==> src/rtl/pcmdsd_pkg.sv <==
package pcmdsd_pkg;

    localparam logic [2:0] FMT_DSD_1X = 3'd0;
    localparam logic [2:0] FMT_DSD_2X = 3'd1;
    localparam logic [2:0] FMT_PCM_1X = 3'd2;
    localparam logic [2:0] FMT_PCM_2X = 3'd3;
    localparam logic [2:0] FMT_PCM_4X = 3'd4;

    function automatic logic code_is_dsd(input logic [2:0] code);
        return (code == FMT_DSD_1X) || (code == FMT_DSD_2X);
    endfunction

    // number of 2x interpolation stages ahead of the stuffer
    function automatic int unsigned code_x2_count(input logic [2:0] code);
        case (code)
            FMT_PCM_1X: return 2;
            FMT_PCM_2X: return 1;
            default:    return 0;
        endcase
    endfunction

endpackage

==> src/rtl/sample_widen.sv <==
module sample_widen #(
    parameter int IN_W  = 24,
    parameter int GUARD = 4,
    localparam int W_INT = IN_W + GUARD
) (
    input  logic [IN_W-1:0]         raw,
    input  logic                    dsd_mode,
    output logic signed [W_INT-1:0] wide
);
    localparam logic signed [W_INT-1:0] FS_WIDE =
        $signed({1'b0, {(IN_W-1){1'b1}}, {GUARD{1'b0}}});

    always_comb begin
        if (dsd_mode) begin
            wide = raw[0] ? FS_WIDE : -FS_WIDE;
        end else begin
            wide = $signed({raw, {GUARD{1'b0}}});
        end
    end
endmodule

==> src/rtl/interp_x2_stage.sv <==
module interp_x2_stage #(
    parameter int W = 28
) (
    input  logic                clk,
    input  logic                rst_n,
    input  logic                clear,
    input  logic                active,
    input  logic                pull,
    input  logic signed [W-1:0] up_data,
    output logic                up_pull,
    output logic signed [W-1:0] out_data
);
    typedef struct packed {
        logic signed [W-1:0] cur;
        logic                odd;
    } st_t;

    st_t st_q, st_d;
    logic signed [W:0] sum;

    always_comb begin
        st_d     = st_q;
        sum      = $signed({st_q.cur[W-1], st_q.cur}) + $signed({up_data[W-1], up_data});
        out_data = up_data;
        up_pull  = pull;
        if (active) begin
            if (!st_q.odd) begin
                out_data = sum[W:1];
                up_pull  = pull;
                if (pull) begin
                    st_d.cur = up_data;
                    st_d.odd = 1'b1;
                end
            end else begin
                out_data = st_q.cur;
                up_pull  = 1'b0;
                if (pull) begin
                    st_d.odd = 1'b0;
                end
            end
        end
        if (clear) begin
            st_d = '0;
        end
    end

    always_ff @(posedge clk or negedge rst_n) begin
        if (!rst_n) begin
            st_q <= '0;
        end else begin
            st_q <= st_d;
        end
    end

    // the interpolated value lies between the two samples it joins
    a_r4_midpoint_between: assert property (@(posedge clk) disable iff (!rst_n)
        (active && pull && !st_q.odd) |->
            (((out_data >= st_q.cur) && (out_data <= up_data)) ||
             ((out_data <= st_q.cur) && (out_data >= up_data))));
endmodule

==> src/rtl/sym_fir.sv <==
module sym_fir #(
    parameter int W         = 28,
    parameter int OUT_W     = 24,
    parameter int TAPS      = 9,
    parameter int COEF_W    = 8,
    parameter int SHIFT     = 9,
    parameter logic signed [COEF_W-1:0] COEF [TAPS] =
        '{-8'sd2, 8'sd0, 8'sd9, 8'sd25, 8'sd32, 8'sd25, 8'sd9, 8'sd0, -8'sd2}
) (
    input  logic                    clk,
    input  logic                    rst_n,
    input  logic                    clear,
    input  logic signed [W-1:0]     din,
    output logic signed [OUT_W-1:0] dout
);
    localparam int HALF  = TAPS / 2;
    localparam int ACC_W = W + 1 + COEF_W + $clog2(TAPS) + 1;
    localparam logic signed [ACC_W-1:0] RND  = ACC_W'(1) <<< (SHIFT - 1);
    localparam logic signed [ACC_W-1:0] MAXV =
        $signed({{(ACC_W-OUT_W+1){1'b0}}, {(OUT_W-1){1'b1}}});
    localparam logic signed [ACC_W-1:0] MINV = -MAXV - 1;

    typedef struct packed {
        logic [TAPS-1:0][W-1:0] dl;
        logic [OUT_W-1:0]       y;
    } st_t;

    st_t st_q, st_d;
    logic signed [W:0]       pair;
    logic signed [ACC_W-1:0] ext_p, ext_c, acc, rnd, shv, sat;
    logic                    line_zero;

    always_comb begin
        acc = '0;
        for (int k = 0; k < HALF; k++) begin
            pair  = $signed(st_q.dl[k]) + $signed(st_q.dl[TAPS-1-k]);
            ext_p = pair;
            ext_c = COEF[k];
            acc   = acc + ext_p * ext_c;
        end
        ext_p = $signed(st_q.dl[HALF]);
        ext_c = COEF[HALF];
        acc   = acc + ext_p * ext_c;
        pair  = '0;
        rnd   = acc + RND;
        shv   = rnd >>> SHIFT;
        if (shv > MAXV) begin
            sat = MAXV;
        end else if (shv < MINV) begin
            sat = MINV;
        end else begin
            sat = shv;
        end
        st_d.dl = {st_q.dl[TAPS-2:0], din};
        st_d.y  = sat[OUT_W-1:0];
        if (clear) begin
            st_d = '0;
        end
    end

    always_ff @(posedge clk or negedge rst_n) begin
        if (!rst_n) begin
            st_q <= '0;
        end else begin
            st_q <= st_d;
        end
    end

    assign dout      = $signed(st_q.y);
    assign line_zero = (st_q.dl == '0);

    // an empty delay line yields exactly zero on the next output
    a_r5_quiet_line: assert property (@(posedge clk) disable iff (!rst_n)
        line_zero |=> (dout == '0));
endmodule

==> src/rtl/pcmdsd_interp.sv <==
module pcmdsd_interp #(
    parameter int IN_W      = 24,
    parameter int GUARD     = 4,
    parameter int OUT_W     = 24,
    parameter int TAPS      = 9,
    parameter int COEF_W    = 8,
    parameter int COEF_FRAC = 5,
    parameter logic signed [COEF_W-1:0] COEF [TAPS] =
        '{-8'sd2, 8'sd0, 8'sd9, 8'sd25, 8'sd32, 8'sd25, 8'sd9, 8'sd0, -8'sd2},
    parameter int R_DSD1    = 10,
    parameter int R_DSD2    = 5,
    parameter int R_PCM     = 160,
    parameter int NUM_X2    = 2
) (
    input  logic                    clk,
    input  logic                    rst_n,
    input  logic                    in_valid,
    input  logic [IN_W-1:0]         in_data,
    input  logic [2:0]              fmt_code,
    output logic signed [OUT_W-1:0] out_data,
    output logic                    settling
);
    import pcmdsd_pkg::*;

    localparam int W_INT = IN_W + GUARD;
    localparam int R_MAX = (R_PCM > R_DSD1) ? ((R_PCM > R_DSD2) ? R_PCM : R_DSD2)
                                            : ((R_DSD1 > R_DSD2) ? R_DSD1 : R_DSD2);
    localparam int PH_W  = $clog2(R_MAX);
    localparam int CNT_W = $clog2(TAPS + 1);

    typedef struct packed {
        logic [2:0]             fmt;
        logic [W_INT-1:0]       hold;
        logic [PH_W-1:0]        phase;
        logic [CNT_W-1:0]       settle;
    } st_t;

    st_t st_q, st_d;

    logic                    change;
    logic                    slot;
    logic signed [W_INT-1:0] widened;
    logic signed [W_INT-1:0] stuffed;
    logic [PH_W-1:0]         ratio_q;
    int unsigned             n_x2;

    logic signed [W_INT-1:0] chain_data [NUM_X2+1];
    logic                    chain_pull [NUM_X2+1];

    function automatic logic [PH_W-1:0] ratio_of(input logic [2:0] code);
        case (code)
            FMT_DSD_1X: return PH_W'(R_DSD1);
            FMT_DSD_2X: return PH_W'(R_DSD2);
            default:    return PH_W'(R_PCM);
        endcase
    endfunction

    sample_widen #(.IN_W(IN_W), .GUARD(GUARD)) u_widen (
        .raw      (in_data),
        .dsd_mode (code_is_dsd(st_q.fmt)),
        .wide     (widened)
    );

    assign ratio_q       = ratio_of(st_q.fmt);
    assign n_x2          = code_x2_count(st_q.fmt);
    assign change        = (fmt_code != st_q.fmt);
    assign slot          = (st_q.phase == '0) && !change;
    assign chain_data[0] = $signed(st_q.hold);
    assign chain_pull[NUM_X2] = slot;

    for (genvar i = 0; i < NUM_X2; i++) begin : g_x2
        logic stage_on;
        assign stage_on = (i + int'(n_x2)) >= NUM_X2;
        interp_x2_stage #(.W(W_INT)) u_stage (
            .clk      (clk),
            .rst_n    (rst_n),
            .clear    (change),
            .active   (stage_on),
            .pull     (chain_pull[i+1]),
            .up_data  (chain_data[i]),
            .up_pull  (chain_pull[i]),
            .out_data (chain_data[i+1])
        );
    end

    assign stuffed = slot ? chain_data[NUM_X2] : '0;

    always_comb begin
        st_d = st_q;
        if (change) begin
            st_d.fmt    = fmt_code;
            st_d.hold   = '0;
            st_d.phase  = ratio_of(fmt_code) - PH_W'(1);
            st_d.settle = CNT_W'(TAPS);
        end else begin
            if (in_valid) begin
                st_d.hold = widened;
            end
            if (st_q.phase >= ratio_q - PH_W'(1)) begin
                st_d.phase = '0;
            end else begin
                st_d.phase = st_q.phase + PH_W'(1);
            end
            if (st_q.settle != '0) begin
                st_d.settle = st_q.settle - CNT_W'(1);
            end
        end
    end

    always_ff @(posedge clk or negedge rst_n) begin
        if (!rst_n) begin
            st_q <= '0;
        end else begin
            st_q <= st_d;
        end
    end

    sym_fir #(
        .W      (W_INT),
        .OUT_W  (OUT_W),
        .TAPS   (TAPS),
        .COEF_W (COEF_W),
        .SHIFT  (COEF_FRAC + GUARD),
        .COEF   (COEF)
    ) u_fir (
        .clk   (clk),
        .rst_n (rst_n),
        .clear (change),
        .din   (stuffed),
        .dout  (out_data)
    );

    assign settling = (st_q.settle != '0);

    // the edge that sees a new code leaves a silent, settling block
    a_r7_flush_clear: assert property (@(posedge clk) disable iff (!rst_n)
        change |=> (settling && (out_data == '0)));

    // settling only starts from a format change
    a_r8_settle_origin: assert property (@(posedge clk) disable iff (!rst_n)
        $rose(settling) |-> $past(change));

    // the held input is consumed only in a slot cycle
    a_r3_source_pull: assert property (@(posedge clk) disable iff (!rst_n)
        chain_pull[0] |-> (st_q.phase == '0));
endmodule

==> config.mk <==
export PLATFORM = sky130hd
export DESIGN_NAME = pcmdsd_interp
export DESIGN_NICKNAME = d
export VERILOG_FILES = /design/src/rtl/pcmdsd_pkg.sv /design/src/rtl/sample_widen.sv /design/src/rtl/interp_x2_stage.sv /design/src/rtl/sym_fir.sv /design/src/rtl/pcmdsd_interp.sv
export SDC_FILE = /design/constraint.sdc
export NUM_CORES = 1
export LEC_CHECK = 0
export BUFFER_PORTS_ARGS = -buffer_cell sky130_fd_sc_hd__buf_2
export CORE_MARGIN = 4
export CORE_UTILIZATION = 25
export DETAILED_ROUTE_END_ITERATION = 12
export SLEW_MARGIN = 10
export SYNTH_ARGS = -nofsm -noshare
export SYNTH_HDL_FRONTEND = slang
export SYNTH_SLANG_ARGS = --single-unit
==> constraint.sdc <==
create_clock -name clk -period 28.2 [get_ports clk]
set_input_delay 4.23 -clock clk [delete_from_list [all_inputs] [get_ports clk]]
set_output_delay 4.23 -clock clk [all_outputs]
set_load 0.02 [all_outputs]
# Yosys cells after proc, flatten, opt, wreduce, memory -nomap -nowiden
# Index checks and enable logic that the tools add are counted.
# op_classes
add_sub_neg	15
mul	2
n_lt_le_gt_ge	5
eq_ne	7
mux	32
n_reduce_logical	15
# ops
cell	count
28-bit 2-to-1 mux	10
276-bit 2-to-1 mux	1
29-bit 2-to-1 mux	6
28-bit by 28-bit adder with 29-bit output	5
42-bit adder	2
32-bit by 3-bit >= comparator with 1-bit output, second input constant	2
24-bit 2-to-1 mux	2
42-bit by 10-bit adder with 42-bit output, second input constant	1
42-bit by 33-bit adder with 42-bit output	1
29-bit negation with 41-bit output	1
40-bit 2-to-1 mux	1
29-bit by 6-bit multiplier with 35-bit output, second input constant	1
29-bit by 5-bit multiplier with 34-bit output, second input constant	1
33-bit by 24-bit > comparator with 1-bit output, second input constant	1
33-bit by 24-bit less-than comparator with 1-bit output, second input constant	1
2-bit by 32-bit adder with 32-bit output, first input constant	1
8-bit one-hot mux with 2 select lines	2
8-bit 2-to-1 mux	2
8-bit by 1-bit subtractor with 8-bit output, second input constant	2
2-bit nonzero test	6
8-bit by 1-bit adder with 8-bit output, second input constant	1
8-bit >= comparator	1
8-bit logical NOT	1
3-bit by 1-bit == test with 1-bit output, second input constant	2
other kinds (13)	22
# word_totals
ff_bits	377
wordCells	94

# Longest topological paths before layout
# depth
depth_word	10
depth_mapped	46
mapped_depth_nobuf	44

# Modules after synthesis
# Synthesis repeated with hierarchy kept, for this count alone.
# hier_totals
hier_cells	3121
area_unflattened_um2	30460.5
# modules_own_cells
module	n_inst	cells_each	area_per_inst_um2	seq_area_each_um2
sym_fir	1	2099	21788.4	6906.6
interp_x2_stage at g_x2[1].u_stage	1	377	3125.5	725.7
interp_x2_stage at g_x2[0].u_stage	1	361	2937.8	725.7
pcmdsd_interp	1	227	2332.2	1076.0
sample_widen	1	57	276.5	0.0

# Worst setup path before layout
# Ideal clock, no wire load.
# synth_path
path_kind	register -> register
start	register u_fir.st_q[108] in the netlist's numbering
end	register u_fir.st_q (netlist bit u_fir.dout[13])
t_arrival_ns	10.140
t_required_ns	28.082
path_slack_ns	17.942
path_stages_with_launch	44
n_path_buf	1
synth_period_minus_slack_ns	10.258
cell_sequence	dfrtp_1 > ha_1 > inv_1 > fa_1 > nor2b_1 > o21a_1 > o21ai_1 > a21oi_1 > o21ai_1 > a31oi_1 > o31ai_1 > a21oi_1 > a211oi_1 > xnor2_1 > ha_1 > fa_1 > ha_1 > ha_1 > [... 8 more ...] > o31ai_1 > a22oi_1 > mux2i_1 > fa_1 > fa_1 > ha_1 > ha_1 > and3_1 > and2_4 > a22oi_1 > a21boi_2 > nor4_1 > a21o_1 > a22oi_1 > or4_4 > o41a_4 > buf_6 > a21o_1
# synth_lines
element	line_no	text
start, declared	sym_fir.sv:28	st_t st_q, st_d;
start signal, assigned	sym_fir.sv:65	st_q <= st_d;

==> flow_summary.ini <==
[yosys]
ys.flop_type = dfrtp_1
postSynthCellCount = 3049
yosys_warnings = 0
synth_edf_count = 0
synthesis.area_um2 = 28800
postSynth.asyncResetShare_pct = 100
synth.avg_cell_area_um2 = 9.44
synth_seq_cells = 358
ys_seq_area_share_pct = 31.1
synth_cell_types = 90

[placed_design]
dp_hpwl_mm = 53.0
port_buffers = 54
post-place-ws_ns = 17.63
place_congestion = 0.857

[drt]
first_iter_violations = 1280
drc = 0
dr.pass1.iters = 5
avgRoutedWirePerCell_um = 14.9
via_count = 20900
avgViaCountPerCell = 4.54
detail_route.wirelength_mm = 68.7
ant_nets = 0

[floorplanning]
initial_core_util_pct = 25.2
core_area_um2 = 114000
pin_count = 55
fp.dieH_um = 347
fp.dieW_um = 347
die_area_um2 = 121000
num_rows = 124

[power_and_ir_drop]
p_leak_nw = 16.9
ir_worst_vdd_v = 0.0000340
power.density_nw_per_um2 = 36.2

[sta]
fin_crit_sh_pct = 37.7
min_period_ns = 10.64
whs_ns = 0.432
final_hold_viol_count = 0
slew_violations = 0
worst_pin_slew_ns = 1.03
slew-limit-headroom_pct = 31.4
setup_viol = 0
rsz0062_at_grt = false
timing.fmax_ghz = 0.0940
setup_slack_ns = 17.56
setup_tns_ns = 0
worst_clock_skew_ns = 0.0238

[finish]
mostFrequentLayoutCells = ha_1, dfrtp_1, a21oi_1
multiInputGateArea_um2 = 18500
drive_gt1_share_pct = 5.84
n_antenna_cell = 0
final.fill_count = 12100
seq_area_um2 = 8960
fin_nets = 3597
layout_commonest_cell = ha_1
area_growth_pct = 11.3

[clock_tree]
cts_made_buffers = 42
cts_tree = done
h-tree-depth = 2
cts.sinks = 358
path_clk_slew_ns = 0.06
cts_max_path_buffers = 3
post_cts_resized = 0
cts_root_buf = clkbuf_16
clock_latency_ns = 0.59
postCtsSetupBuffers = 0
ctsHoldBuffers = 0

[setup_path]
critPathCaptureType = flip-flop
cpMostUsedCell = ha_1
worstSetupPathType = flip-flop to flip-flop
required_ns = 28.66
cp_max_fo = 23
cp_slowest_stage_delay_ns = 0.54
arrival_ns = 11.10
cp_slowest_cell = or4_4
reg2regPathDepth = 43
start_kind = flip-flop

[global_route]
grt_pass1_vias = 20800
grt_use_total_pct = 11.3
antenna_found_initial = 0
grt_max_degree = 169
grt_pass1_wl_mm = 112
grt_overflow = 0

[worst_hold_path]
hold_class = flip-flop to flip-flop
hold_depth = 1

[flow_run]
drv_cap = 0

[status]
run_status = complete, no violations
[cells by family (layout without fill, tap and decap cells)]
logic type / after synthesis / after routing / share of synthesized area, %
flip-flops: 358 / 358 / 31.1
other: 2 / 4 / 0.0261
adder cells (fa/ha/maj): 513 / 513 / 24.7
AND/OR/NAND/NOR: 847 / 847 / 14.7
AO/OA/AOI/OAI: 771 / 771 / 17.6
buffers and inverters: 325 / 358 / 4.70
multiplexers: 8 / 8 / 0.278
XOR/XNOR: 225 / 225 / 6.85
[per-layer routing]
layer	global-route usage (%)	wire (µm)
met5	0	0
met4	2.69	1330
met3	1.76	3330
met2	16.3	27700
met1	17.5	36400
[stage by stage]
step                      area [µm²]  utilization, %  total power [W]  cells
after floorplan                28800               -         0.000565   3051
after global placement         30600            26.7         0.000592   4522
after detailed placement       30600            26.7         0.000593   4522
after CTS                      32000            28.0          0.00118   4596
after global routing           32000            28.0          0.00121   4596
final                          32000            28.0          0.00116   4596
[registers in the layout, indices dropped and copies added, names as in the netlist]
name / cells
u_fir.st_q: 216
chain_data: 24
u_fir.dout: 24
u_fir.ext_p: 27
g_x2.u_stage.st_q: 52
st_q: 15
[area by class of cell]
type	count	share of cell area, %
clock buffer	58	3.72
clock inverter	16	0.828
inverter	212	2.48
multi-input combinational	2368	57.8
sequential	358	28.0
tap	1512	5.90
timing repair buffer	72	1.34
[worst max-delay path, delay by kind of cell, from the launching register on]
| kind | cells | cell delay, ns |
|---|---|---|
| AO/OA/AOI/OAI | 22 | 4.32 |
| XOR/XNOR | 1 | 0.25 |
| adder cells (fa/ha/maj) | 10 | 3.44 |
| buffers and inverters | 2 | 0.32 |
| flip-flops | 1 | 0.40 |
| multiplexers | 1 | 0.21 |
| AND/OR/NAND/NOR | 7 | 1.56 |
[worst paths after layout]
check | from | to | slack [ns]
max in group asynchronous | rst_n | u_fir.st_q[168] | 22.50
setup / recovery | u_fir.st_q[108] | u_fir.dout[11] | 17.56
hold reg to reg | u_fir.st_q[77] | u_fir.st_q[105] | 0.43
hold / removal | u_fir.st_q[77] | u_fir.st_q[105] | 0.43
setup reg to reg | u_fir.st_q[108] | u_fir.dout[11] | 17.56
min in group asynchronous | rst_n | chain_data[81] | 3.57
[report_power, final]
| group | switching [W] | total [W] | internal, W | leakage (nW) |
|---|---|---|---|---|
| clock | 0.000233 | 0.000578 | 0.000345 | 0.707 |
| combinational | 0.0000433 | 0.0000604 | 0.0000171 | 11.2 |
| sequential | 0.00000477 | 0.000521 | 0.000517 | 4.96 |
[synth_stat cells, types with 19 or more instances]
master    count  share of area [%]
o21bai_1     25               0.65
a21oi_1     261                4.5
a21o_1      112                2.9
clkbuf_1     80                1.0
nor2_1      192                2.5
nand3_1      38               0.66
nand2b_1     40               0.87
o21ai_0     109                1.9
a211oi_1     40                1.0
o21a_1       42                1.1
ha_1        419                 18
xor2_1       95                2.9
dfrtp_1     358                 31
nor2b_1      26               0.57
buf_4        24               0.63
nand4_1      19               0.41
nor3_1       40               0.70
xnor2_1     130                4.0
and3_1       19               0.41
and2_1      196                4.3
fa_1         94                6.5
inv_1       210                2.7
nand2_1     216                2.8
(Power assumes the default switching activity.)
